**config.mk**
```make
export PLATFORM = sky130hd
export DESIGN_NAME = gpio_byte_irq_ctrl
export DESIGN_NICKNAME = d
export VERILOG_FILES = /design/src/rtl/gbi_pkg.sv /design/src/rtl/gbi_sync.sv /design/src/rtl/gbi_event.sv /design/src/rtl/gbi_merge.sv /design/src/rtl/gpio_byte_irq_ctrl.sv
export SDC_FILE = /design/constraint.sdc
export NUM_CORES = 1
export LEC_CHECK = 0
export ABC_AREA = 0
export CAP_MARGIN = 10
export CORE_MARGIN = 2
export CORE_UTILIZATION = 60
export DETAILED_ROUTE_END_ITERATION = 8
export PLACE_DENSITY = 0.82
export SKIP_LAST_GASP = 1
export SYNTH_ARGS = -nofsm -noshare
export SYNTH_HDL_FRONTEND = slang
export SYNTH_HIERARCHICAL = 1
export SYNTH_SLANG_ARGS = --single-unit
```
**constraint.sdc**
```tcl
create_clock -name clk -period 5.7 [get_ports clk]
set_input_delay 0.855 -clock clk [delete_from_list [all_inputs] [get_ports clk]]
set_output_delay 0.855 -clock clk [all_outputs]
set_load 0.01 [all_outputs]
```
**src/rtl/gbi_pkg.sv**
```systemverilog
package gbi_pkg;

    localparam int unsigned ADDR_W = 12;

    // Bank selector held in address bits 11:8; bank F splits on bit 7.
    typedef enum logic [3:0] {
        BK_DIR  = 4'h8,
        BK_OUT  = 4'h9,
        BK_IN   = 4'hA,
        BK_EN   = 4'hB,
        BK_POL  = 4'hC,
        BK_EDGE = 4'hD,
        BK_CLR  = 4'hE,
        BK_HI   = 4'hF
    } bank_e;

    typedef enum logic [2:0] {
        TRIG_LVL_LO,
        TRIG_LVL_HI,
        TRIG_FALL,
        TRIG_RISE,
        TRIG_BOTH
    } trig_e;

    function automatic trig_e decode_trig(input logic edg, input logic pol, input logic dual);
        if (edg && dual)  return TRIG_BOTH;
        else if (edg)     return pol ? TRIG_RISE : TRIG_FALL;
        else              return pol ? TRIG_LVL_HI : TRIG_LVL_LO;
    endfunction

endpackage

```
**src/rtl/gbi_sync.sv**
```systemverilog
module gbi_sync #(
    parameter int unsigned WIDTH = 16
) (
    input  logic             clk,
    input  logic             rst_n,
    input  logic [WIDTH-1:0] raw_i,
    output logic [WIDTH-1:0] lvl_o,
    output logic [WIDTH-1:0] prev_o
);

    logic [WIDTH-1:0] meta_d, meta_q;
    logic [WIDTH-1:0] sync_d, sync_q;
    logic [WIDTH-1:0] prev_d, prev_q;

    always_comb begin
        meta_d = raw_i;
        sync_d = meta_q;
        prev_d = sync_q;
    end

    always_ff @(posedge clk) begin
        if (!rst_n) begin
            meta_q <= '0;
            sync_q <= '0;
            prev_q <= '0;
        end else begin
            meta_q <= meta_d;
            sync_q <= sync_d;
            prev_q <= prev_d;
        end
    end

    assign lvl_o  = sync_q;
    assign prev_o = prev_q;

endmodule

```
**src/rtl/gbi_event.sv**
```systemverilog
module gbi_event
    import gbi_pkg::*;
#(
    parameter int unsigned WIDTH = 16
) (
    input  logic [WIDTH-1:0] lvl_i,
    input  logic [WIDTH-1:0] prev_i,
    input  logic [WIDTH-1:0] edg_i,
    input  logic [WIDTH-1:0] pol_i,
    input  logic [WIDTH-1:0] dual_i,
    output logic [WIDTH-1:0] evt_o
);

    function automatic logic fire(input trig_e t, input logic cur, input logic old);
        case (t)
            TRIG_LVL_HI: return cur;
            TRIG_LVL_LO: return !cur;
            TRIG_RISE:   return cur && !old;
            TRIG_FALL:   return !cur && old;
            TRIG_BOTH:   return cur != old;
            default:     return 1'b0;
        endcase
    endfunction

    for (genvar g = 0; g < WIDTH; g++) begin : g_pin
        assign evt_o[g] = fire(decode_trig(edg_i[g], pol_i[g], dual_i[g]), lvl_i[g], prev_i[g]);
    end

endmodule

```
**src/rtl/gbi_merge.sv**
```systemverilog
module gbi_merge #(
    parameter int unsigned WIDTH   = 16,
    parameter int unsigned PARENTS = 7
) (
    input  logic [WIDTH-1:0]   src_i,
    output logic [PARENTS-1:0] line_o
);

    for (genvar k = 0; k < PARENTS; k++) begin : g_line
        logic hit;
        always_comb begin
            hit = 1'b0;
            for (int i = 0; i < WIDTH; i++) begin
                if ((i % PARENTS) == k) hit = hit | src_i[i];
            end
        end
        assign line_o[k] = hit;
    end

endmodule

```
**src/rtl/gpio_byte_irq_ctrl.sv**
```systemverilog
module gpio_byte_irq_ctrl
    import gbi_pkg::*;
#(
    parameter int unsigned NUM_PINS    = 16,
    parameter int unsigned NUM_PARENTS = 7
) (
    input  logic                   clk,
    input  logic                   rst_n,
    input  logic                   reg_we,
    input  logic [ADDR_W-1:0]      reg_addr,
    input  logic [7:0]             reg_wdata,
    output logic [7:0]             reg_rdata,
    input  logic [NUM_PINS-1:0]    pad_in,
    output logic [NUM_PINS-1:0]    pad_out,
    output logic [NUM_PINS-1:0]    pad_oe,
    output logic [NUM_PARENTS-1:0] irq_out
);

    typedef struct packed {
        logic [NUM_PINS-1:0] dir;
        logic [NUM_PINS-1:0] out;
        logic [NUM_PINS-1:0] ien;
        logic [NUM_PINS-1:0] pol;
        logic [NUM_PINS-1:0] edg;
        logic [NUM_PINS-1:0] dual;
        logic [NUM_PINS-1:0] sts;
        logic [NUM_PINS-1:0] dset;
    } bank_t;

    bank_t               r_d, r_q;
    bank_e               bank;
    logic                hi_half;
    logic [7:0]          idx;
    logic [NUM_PINS-1:0] pin_sel;
    logic [NUM_PINS-1:0] clr_hit;
    logic [NUM_PINS-1:0] lvl_s, prev_s, evt;
    logic                rd_bit;

    // Address decode: bank F carries status (low half) and dual (high half).
    assign bank    = bank_e'(reg_addr[11:8]);
    assign hi_half = reg_addr[7];
    assign idx     = (bank == BK_HI) ? {1'b0, reg_addr[6:0]} : reg_addr[7:0];

    always_comb begin
        for (int i = 0; i < NUM_PINS; i++) begin
            pin_sel[i] = (idx == 8'(i));
        end
        clr_hit = (reg_we && bank == BK_CLR && reg_wdata[0]) ? pin_sel : '0;
    end

    gbi_sync #(.WIDTH(NUM_PINS)) u_sync (
        .clk    (clk),
        .rst_n  (rst_n),
        .raw_i  (pad_in),
        .lvl_o  (lvl_s),
        .prev_o (prev_s)
    );

    gbi_event #(.WIDTH(NUM_PINS)) u_event (
        .lvl_i  (lvl_s),
        .prev_i (prev_s),
        .edg_i  (r_q.edg),
        .pol_i  (r_q.pol),
        .dual_i (r_q.dual),
        .evt_o  (evt)
    );

    gbi_merge #(.WIDTH(NUM_PINS), .PARENTS(NUM_PARENTS)) u_merge (
        .src_i  (r_q.sts & r_q.ien),
        .line_o (irq_out)
    );

    // Next-state: configuration writes and sticky pending bits.
    always_comb begin
        r_d = r_q;
        for (int i = 0; i < NUM_PINS; i++) begin
            if (reg_we && pin_sel[i]) begin
                case (bank)
                    BK_DIR: begin
                        r_d.dir[i]  = reg_wdata[0];
                        r_d.dset[i] = 1'b1;
                    end
                    BK_OUT:  r_d.out[i] = reg_wdata[0];
                    BK_EN:   r_d.ien[i] = reg_wdata[0];
                    BK_POL:  r_d.pol[i] = reg_wdata[0];
                    BK_EDGE: r_d.edg[i] = reg_wdata[0];
                    BK_HI:   if (hi_half) r_d.dual[i] = reg_wdata[0];
                    default: ;
                endcase
            end
            // An event in the same cycle as a clear wins.
            r_d.sts[i] = (r_q.sts[i] & ~clr_hit[i]) | evt[i];
        end
    end

    always_ff @(posedge clk) begin
        if (!rst_n) r_q <= '0;
        else        r_q <= r_d;
    end

    // Read path.
    always_comb begin
        rd_bit = 1'b0;
        for (int i = 0; i < NUM_PINS; i++) begin
            if (pin_sel[i]) begin
                case (bank)
                    BK_DIR:  rd_bit = r_q.dir[i];
                    BK_OUT:  rd_bit = r_q.out[i];
                    BK_IN:   rd_bit = lvl_s[i];
                    BK_EN:   rd_bit = r_q.ien[i];
                    BK_POL:  rd_bit = r_q.pol[i];
                    BK_EDGE: rd_bit = r_q.edg[i];
                    BK_HI:   rd_bit = hi_half ? r_q.dual[i] : r_q.sts[i];
                    default: rd_bit = 1'b0;
                endcase
            end
        end
        reg_rdata = {7'b0, rd_bit};
    end

    assign pad_out = r_q.out;
    assign pad_oe  = r_q.dset & ~r_q.dir;

endmodule

```
==> flow_summary.yaml, run 1 <==
run_status:
  status: "finished, final reports clean"
logic_synthesis:
  synth.avg_cell_area_sq_um: 9.04
  synth_area_leaders: "dfxtp_1 (36%), mux2i_1 (8.1%), nor2b_1 (6.9%)"
  ys_warn_count: 6
  synthCells: 1082
  yosysTopAreaCell: "dfxtp_1"
  synth_edf_count: 0
  synth-main-ff-cell: "dfxtp_1"
  synthDistinctLibCells: 66
  yosysSeqAreaShare_pct: 36.0
  synth_seq_cells: 176
  ys_async_sr_fraction_pct: 0
  syn-cell-area_sq_um: 9780
  netlist.area_leader.share_pct: 36.0
timing:
  period_needed_ns: 5.14
  setup_viol: 0
  fmax_mhz: 195
  finalMaxSlewViolations: 0
  finalSetupTns_ns: 0
  hold_viol_final: 0
  period_share_pct: 90.2
  fin_skew_ns: 0.00923
  rsz0062_at_grt: "false"
  worstMarginPinSlew_ns: 1.06
  worst_slew_margin_rel_pct: 29.2
route:
  drt_iter0_drc: 883
  first_pass_iters: 8
  vias_per_cell: 5.89
  drc_errors: 0
  dr_total_vias: 7810
  wl_per_cell_microns: 19.2
  drt_wl_total_microns: 25400
  ant_nets: 0
worst_setup_path:
  arrival_ns: 4.29
  endpoint_kind: "output pin"
  start_kind: "input port"
  required_ns: 4.85
  critical_path_class: "in2out"
  reg2reg_from: "u_sync/lvl_o[0]"
  cp_max_fo: 19
  crit_start: "reg_addr[8]"
global_route:
  grtUsageTotal_pct: 29.4
  grt_pass1_wl_microns: 40100
  grt_max_degree: 106
  antenna_found_initial: 0
  overflow: 0
  grt_pass1_vias: 7342
floorplanning:
  die_h_microns: 132
  die-area_sq_um: 17300
  fp.coreArea_sq_um: 15900
  rows: 46
  io_pins: 86
  die_w_microns: 132
  start_util_pct: 61.6
flow_run:
  cap_violations: 0
place:
  io_buffers: 71
  place.gp.congestion: 0.971
  place_area_sq_um: 10400
  place_hpwl_microns: 17300
clock_tree:
  cts_setup_buffers: 0
  cts_inserted_buffers: 17
  cts_root_buf: "clkbuf_16"
  ctsResizeCount: 0
  tritoncts: "done"
  cts_sinks: 176
  htree_levels: 4
  postCtsHoldBufs: 0
  clk_latency_ns: 0.44
  clock_path_buffers: 2
  clk_transition_reported_paths_ns: 0.06
layout:
  layout-drive-gt1-share_pct: 13.2
  final_area_sq_um: 11000
  final_cell_mix: "dfxtp_1 (176), nor2b_1 (108), nand2_1 (85)"
  antennaDiodeCount: 0
  final_nets: 1167
  final_common_cell: "dfxtp_1"
  fillers: 1251
  area_delta_synth_final_pct: 12.5
worst_hold_path:
  hp-start: "u_sync/meta_q[6]"
  min_path_type: "reg2reg"
power:
  p_per_area_nw_per_um2: 250
  leakagePower_nw: 4.06
  ir_worst_vdd_mv: 0.212
## cells in the mapped netlist, types with 9 or more instances
| library cell | n |
|---|---|
| a21boi_0 | 28 |
| a21oi_1 | 29 |
| a22oi_1 | 19 |
| and2_1 | 44 |
| and2_2 | 21 |
| and3_1 | 9 |
| buf_2 | 22 |
| buf_4 | 37 |
| clkbuf_1 | 35 |
| dfxtp_1 | 176 |
| ha_1 | 32 |
| inv_1 | 38 |
| mux2_2 | 14 |
| mux2_4 | 16 |
| mux2i_1 | 79 |
| nand2_1 | 85 |
| nand3_1 | 29 |
| nor2_1 | 63 |
| nor2b_1 | 108 |
| o211ai_2 | 16 |
| o21a_1 | 18 |
| o21ai_0 | 35 |
| o21ai_1 | 16 |
| xor2_1 | 16 |
## stage by stage
step	util [%]	worst slack (ns)	total power, mW	instances	hold slack, ns
after global placement	65.2	0.649	1.48	1293	0.414
after floorplan	-	2.41	1.42	1088	0.412
after detailed placement	65.2	0.647	1.48	1293	0.418
final	69.3	0.559	2.76	1325	0.433
after CTS	69.3	0.641	2.76	1325	0.433
after global routing	69.3	0.401	2.83	1325	0.441
## where the power goes
part	internal (mW)	leakage, nW	switching [mW]
clock	0.791	0.310	0.502
combinational	0.0817	2.32	0.112
sequential	1.25	1.43	0.0177
total	2.12	4.06	0.632
## layer usage
metal	vias up	routed length, microns	GRT usage [%]
li1	3673	-	-
met1	3717	11200	40.4
met2	359	11300	44.7
met3	61	2240	7.29
met4	0	720	10.8
met5	-	0	0
## worst max-delay path, cell delays in order
cell and delay, ns:
clkdlybuf4s50_1 0.87, buf_4 0.36, nand4_4 0.14, a2111oi_4 0.63, o311ai_0 0.32, a32o_1 0.31
o211ai_1 0.17, clkdlybuf4s50_1 0.61
## cells by family after synthesis
logic type	synth area share (%)
and+or+nand+nor	23.8
muxes	12.4
other	0.0383
xor gates and xnor gates	1.43
DFF	36.0
buffers and inverters	7.72
AOI/OAI and AO/OA	14.5
adders and majority gates	4.09
## area by class of cell
class / instances / area (sq um) / share of cell area (%)
clock buffers: 19 / 443 / 4.03
clock inverters: 13 / 209 / 1.90
inverters: 38 / 143 / 1.30
multi-input cells: 768 / 5530 / 50.3
flip-flops and latches: 176 / 3520 / 32.0
well taps: 216 / 270 / 2.46
repair buffers: 95 / 883 / 8.03
## flip-flops by register name (all words and copies together), names as in the netlist
name / flops
u_sync/lvl_o: 16
u_sync/meta_q: 16
u_sync/prev_o: 16
pad_out: 16
r_q: 112
## worst paths after layout
path	depth (start not counted)	slack (ns)	endpoint
min reg2reg	1	0.43	u_sync/lvl_o[6]
max reg2reg	6	4.08	r_q[16]
max	8	0.56	reg_rdata[0]
min	1	0.43	u_sync/lvl_o[6]
No activity file was read; power rests on OpenSTA's default activity.
==> inputs of run 2 (changes only) <==
--- a/config.mk
+++ b/config.mk
@@ -9,6 +9,7 @@
 export CAP_MARGIN = 10
 export CORE_MARGIN = 2
 export CORE_UTILIZATION = 60
+export CTS_CLUSTER_SIZE = 20
 export DETAILED_ROUTE_END_ITERATION = 8
 export PLACE_DENSITY = 0.82
 export SKIP_LAST_GASP = 1
==> results of run 2 <==
Final layout, timing and power as in run 1 (identical DEF).
==> inputs of run 3 (changes only) <==
--- a/config.mk
+++ b/config.mk
@@ -6,12 +6,12 @@
 export NUM_CORES = 1
 export LEC_CHECK = 0
 export ABC_AREA = 0
+export ABC_CLOCK_PERIOD_IN_PS = 5700
 export CAP_MARGIN = 10
 export CORE_MARGIN = 2
-export CORE_UTILIZATION = 60
-export CTS_CLUSTER_SIZE = 20
+export CORE_UTILIZATION = 32
+export CTS_CLUSTER_SIZE = 10
 export DETAILED_ROUTE_END_ITERATION = 8
-export PLACE_DENSITY = 0.82
 export SKIP_LAST_GASP = 1
 export SYNTH_ARGS = -nofsm -noshare
 export SYNTH_HDL_FRONTEND = slang
==> flow_summary.yaml, run 3 (synthesis gave the netlist of run 1 again) <==
worst_setup_path:
  cp_slowest_stage_delay_ns: 0.89
  critical_path_class: "in2out"
  critical-path-slowest-cell: "clkdlybuf4s50_1"
  endpoint_kind: "output pin"
  start_kind: "input port"
  arrival_ns: 4.15
  cp_max_fo: 16
  cp_common_cell: "buf_4"
  required_ns: 4.85
  crit_path_cell_trace: "clkdlybuf4s50_1, buf_4, nand4_4, buf_4, a211oi_2, buf_4, and2_0, a32oi_1, o31a_1, o211ai_1, clkdlybuf4s50_1"
  cp_top_family: "buffers and inverters"
  path_buf_inv: 5
timing:
  rsz0062_at_grt: "false"
  period_needed_ns: 5.01
  setup_viol: 0
  worstMarginPinSlew_ns: 1.04
  fin_skew_ns: 0.00888
  hold_viol_final: 0
  worst_slew_margin_rel_pct: 30.3
  finalMaxSlewViolations: 0
  period_share_pct: 87.9
  finalSetupTns_ns: 0
  fmax_mhz: 200
route:
  drc_errors: 0
  drt_iter0_drc: 593
  wl_per_cell_microns: 18.1
  vias_per_cell: 5.03
  first_pass_iters: 5
  ant_nets: 0
  dr_total_vias: 7621
  drt_wl_total_microns: 27400
clock_tree:
  tritoncts: "done"
  ctsResizeCount: 0
  cts_setup_buffers: 0
  clock_path_buffers: 2
  htree_levels: 4
  cts_inserted_buffers: 17
  postCtsHoldBufs: 0
  clk_transition_reported_paths_ns: 0.07
  clk_latency_ns: 0.43
  cts_root_buf: "clkbuf_16"
  cts_sinks: 176
layout:
  fin_cells: 1515
  layout-drive-gt1-share_pct: 13.8
  area_delta_synth_final_pct: 15.0
  largest_reg_flops: 112
  final_cell_mix: "dfxtp_1 (176), nor2b_1 (108), nand2_1 (85)"
  final_common_cell: "dfxtp_1"
  largest-register: "r_q"
  final_nets: 1175
floorplanning:
  fp.coreArea_sq_um: 30300
  start_util_pct: 32.2
  die_h_microns: 179
  rows: 64
  die-area_sq_um: 32000
  die_w_microns: 179
  io_pins: 86
place:
  place.gp.congestion: 0.903
  io_buffers: 71
  place_hpwl_microns: 19400
  dp_cells: 1481
power:
  ir_worst_vdd_mv: 0.175
  leakagePower_nw: 4.08
  p_per_area_nw_per_um2: 240
global_route:
  grt_pass1_wl_microns: 42700
  grt_pass1_vias: 7180
  grt_max_degree: 90
  overflow: 0
  grtUsageTotal_pct: 17.5
  antenna_found_initial: 0
worst_hold_path:
  min_path_type: "reg2reg"
run_status:
  status: "finished, final reports clean"
flow_run:
  cap_violations: 0
==> run 3: final timing paths <==
kind	start	depth (start not counted)	to	slack (ns)
max	reg_addr[10]	11	reg_rdata[0]	0.69
min	u_sync/meta_q[0]	1	u_sync/lvl_o[0]	0.44
max reg2reg	u_sync/lvl_o[0]	6	r_q[16]	4.08
min reg2reg	u_sync/meta_q[0]	1	u_sync/lvl_o[0]	0.44
==> run 3: layout make-up <==
type / count / area, sq um
clock buffer: 18 / 429
sequential: 176 / 3520
inverter: 38 / 143
antenna: 2 / 5.00
fill: 3046 / 19100
multi-input combinational: 768 / 5530
clock inverter: 14 / 178
timing repair buffer: 103 / 943
tap: 396 / 495
==> run 3: report_power, final <==
group	switching (mW)	leakage (nW)	internal (mW)	total (mW)
Combinational	0.114	2.36	0.0842	0.198
Clock	0.535	0.296	0.698	1.23
Sequential	0.0182	1.43	1.25	1.27
Total	0.667	4.08	2.03	2.70
==> run 3: metrics by stage <==
stage / power, mW / area [sq um] / hold slack (ns) / util (%) / worst slack, ns
2_1_floorplan: 1.42 / 9800 / 0.412 / - / 2.41
5_1_grt: 2.79 / 11200 / 0.451 / 37.1 / 0.549
3_3_place_gp: 1.49 / 10600 / 0.421 / 35.1 / 0.754
4_1_cts: 2.73 / 11200 / 0.438 / 37.1 / 0.722
6_report: 2.70 / 11200 / 0.436 / 37.1 / 0.692
3_5_place_dp: 1.49 / 10600 / 0.421 / 35.1 / 0.747
==> run 3: per-layer routing <==
layer  track usage (%)  up-vias  routed length, microns
met5                 0        -                       0
met4              6.91        0                     761
met3              3.24       53                    1760
met2              25.6      270                   11700
met1              25.1     3599                   13200
li1                  -     3699                       -
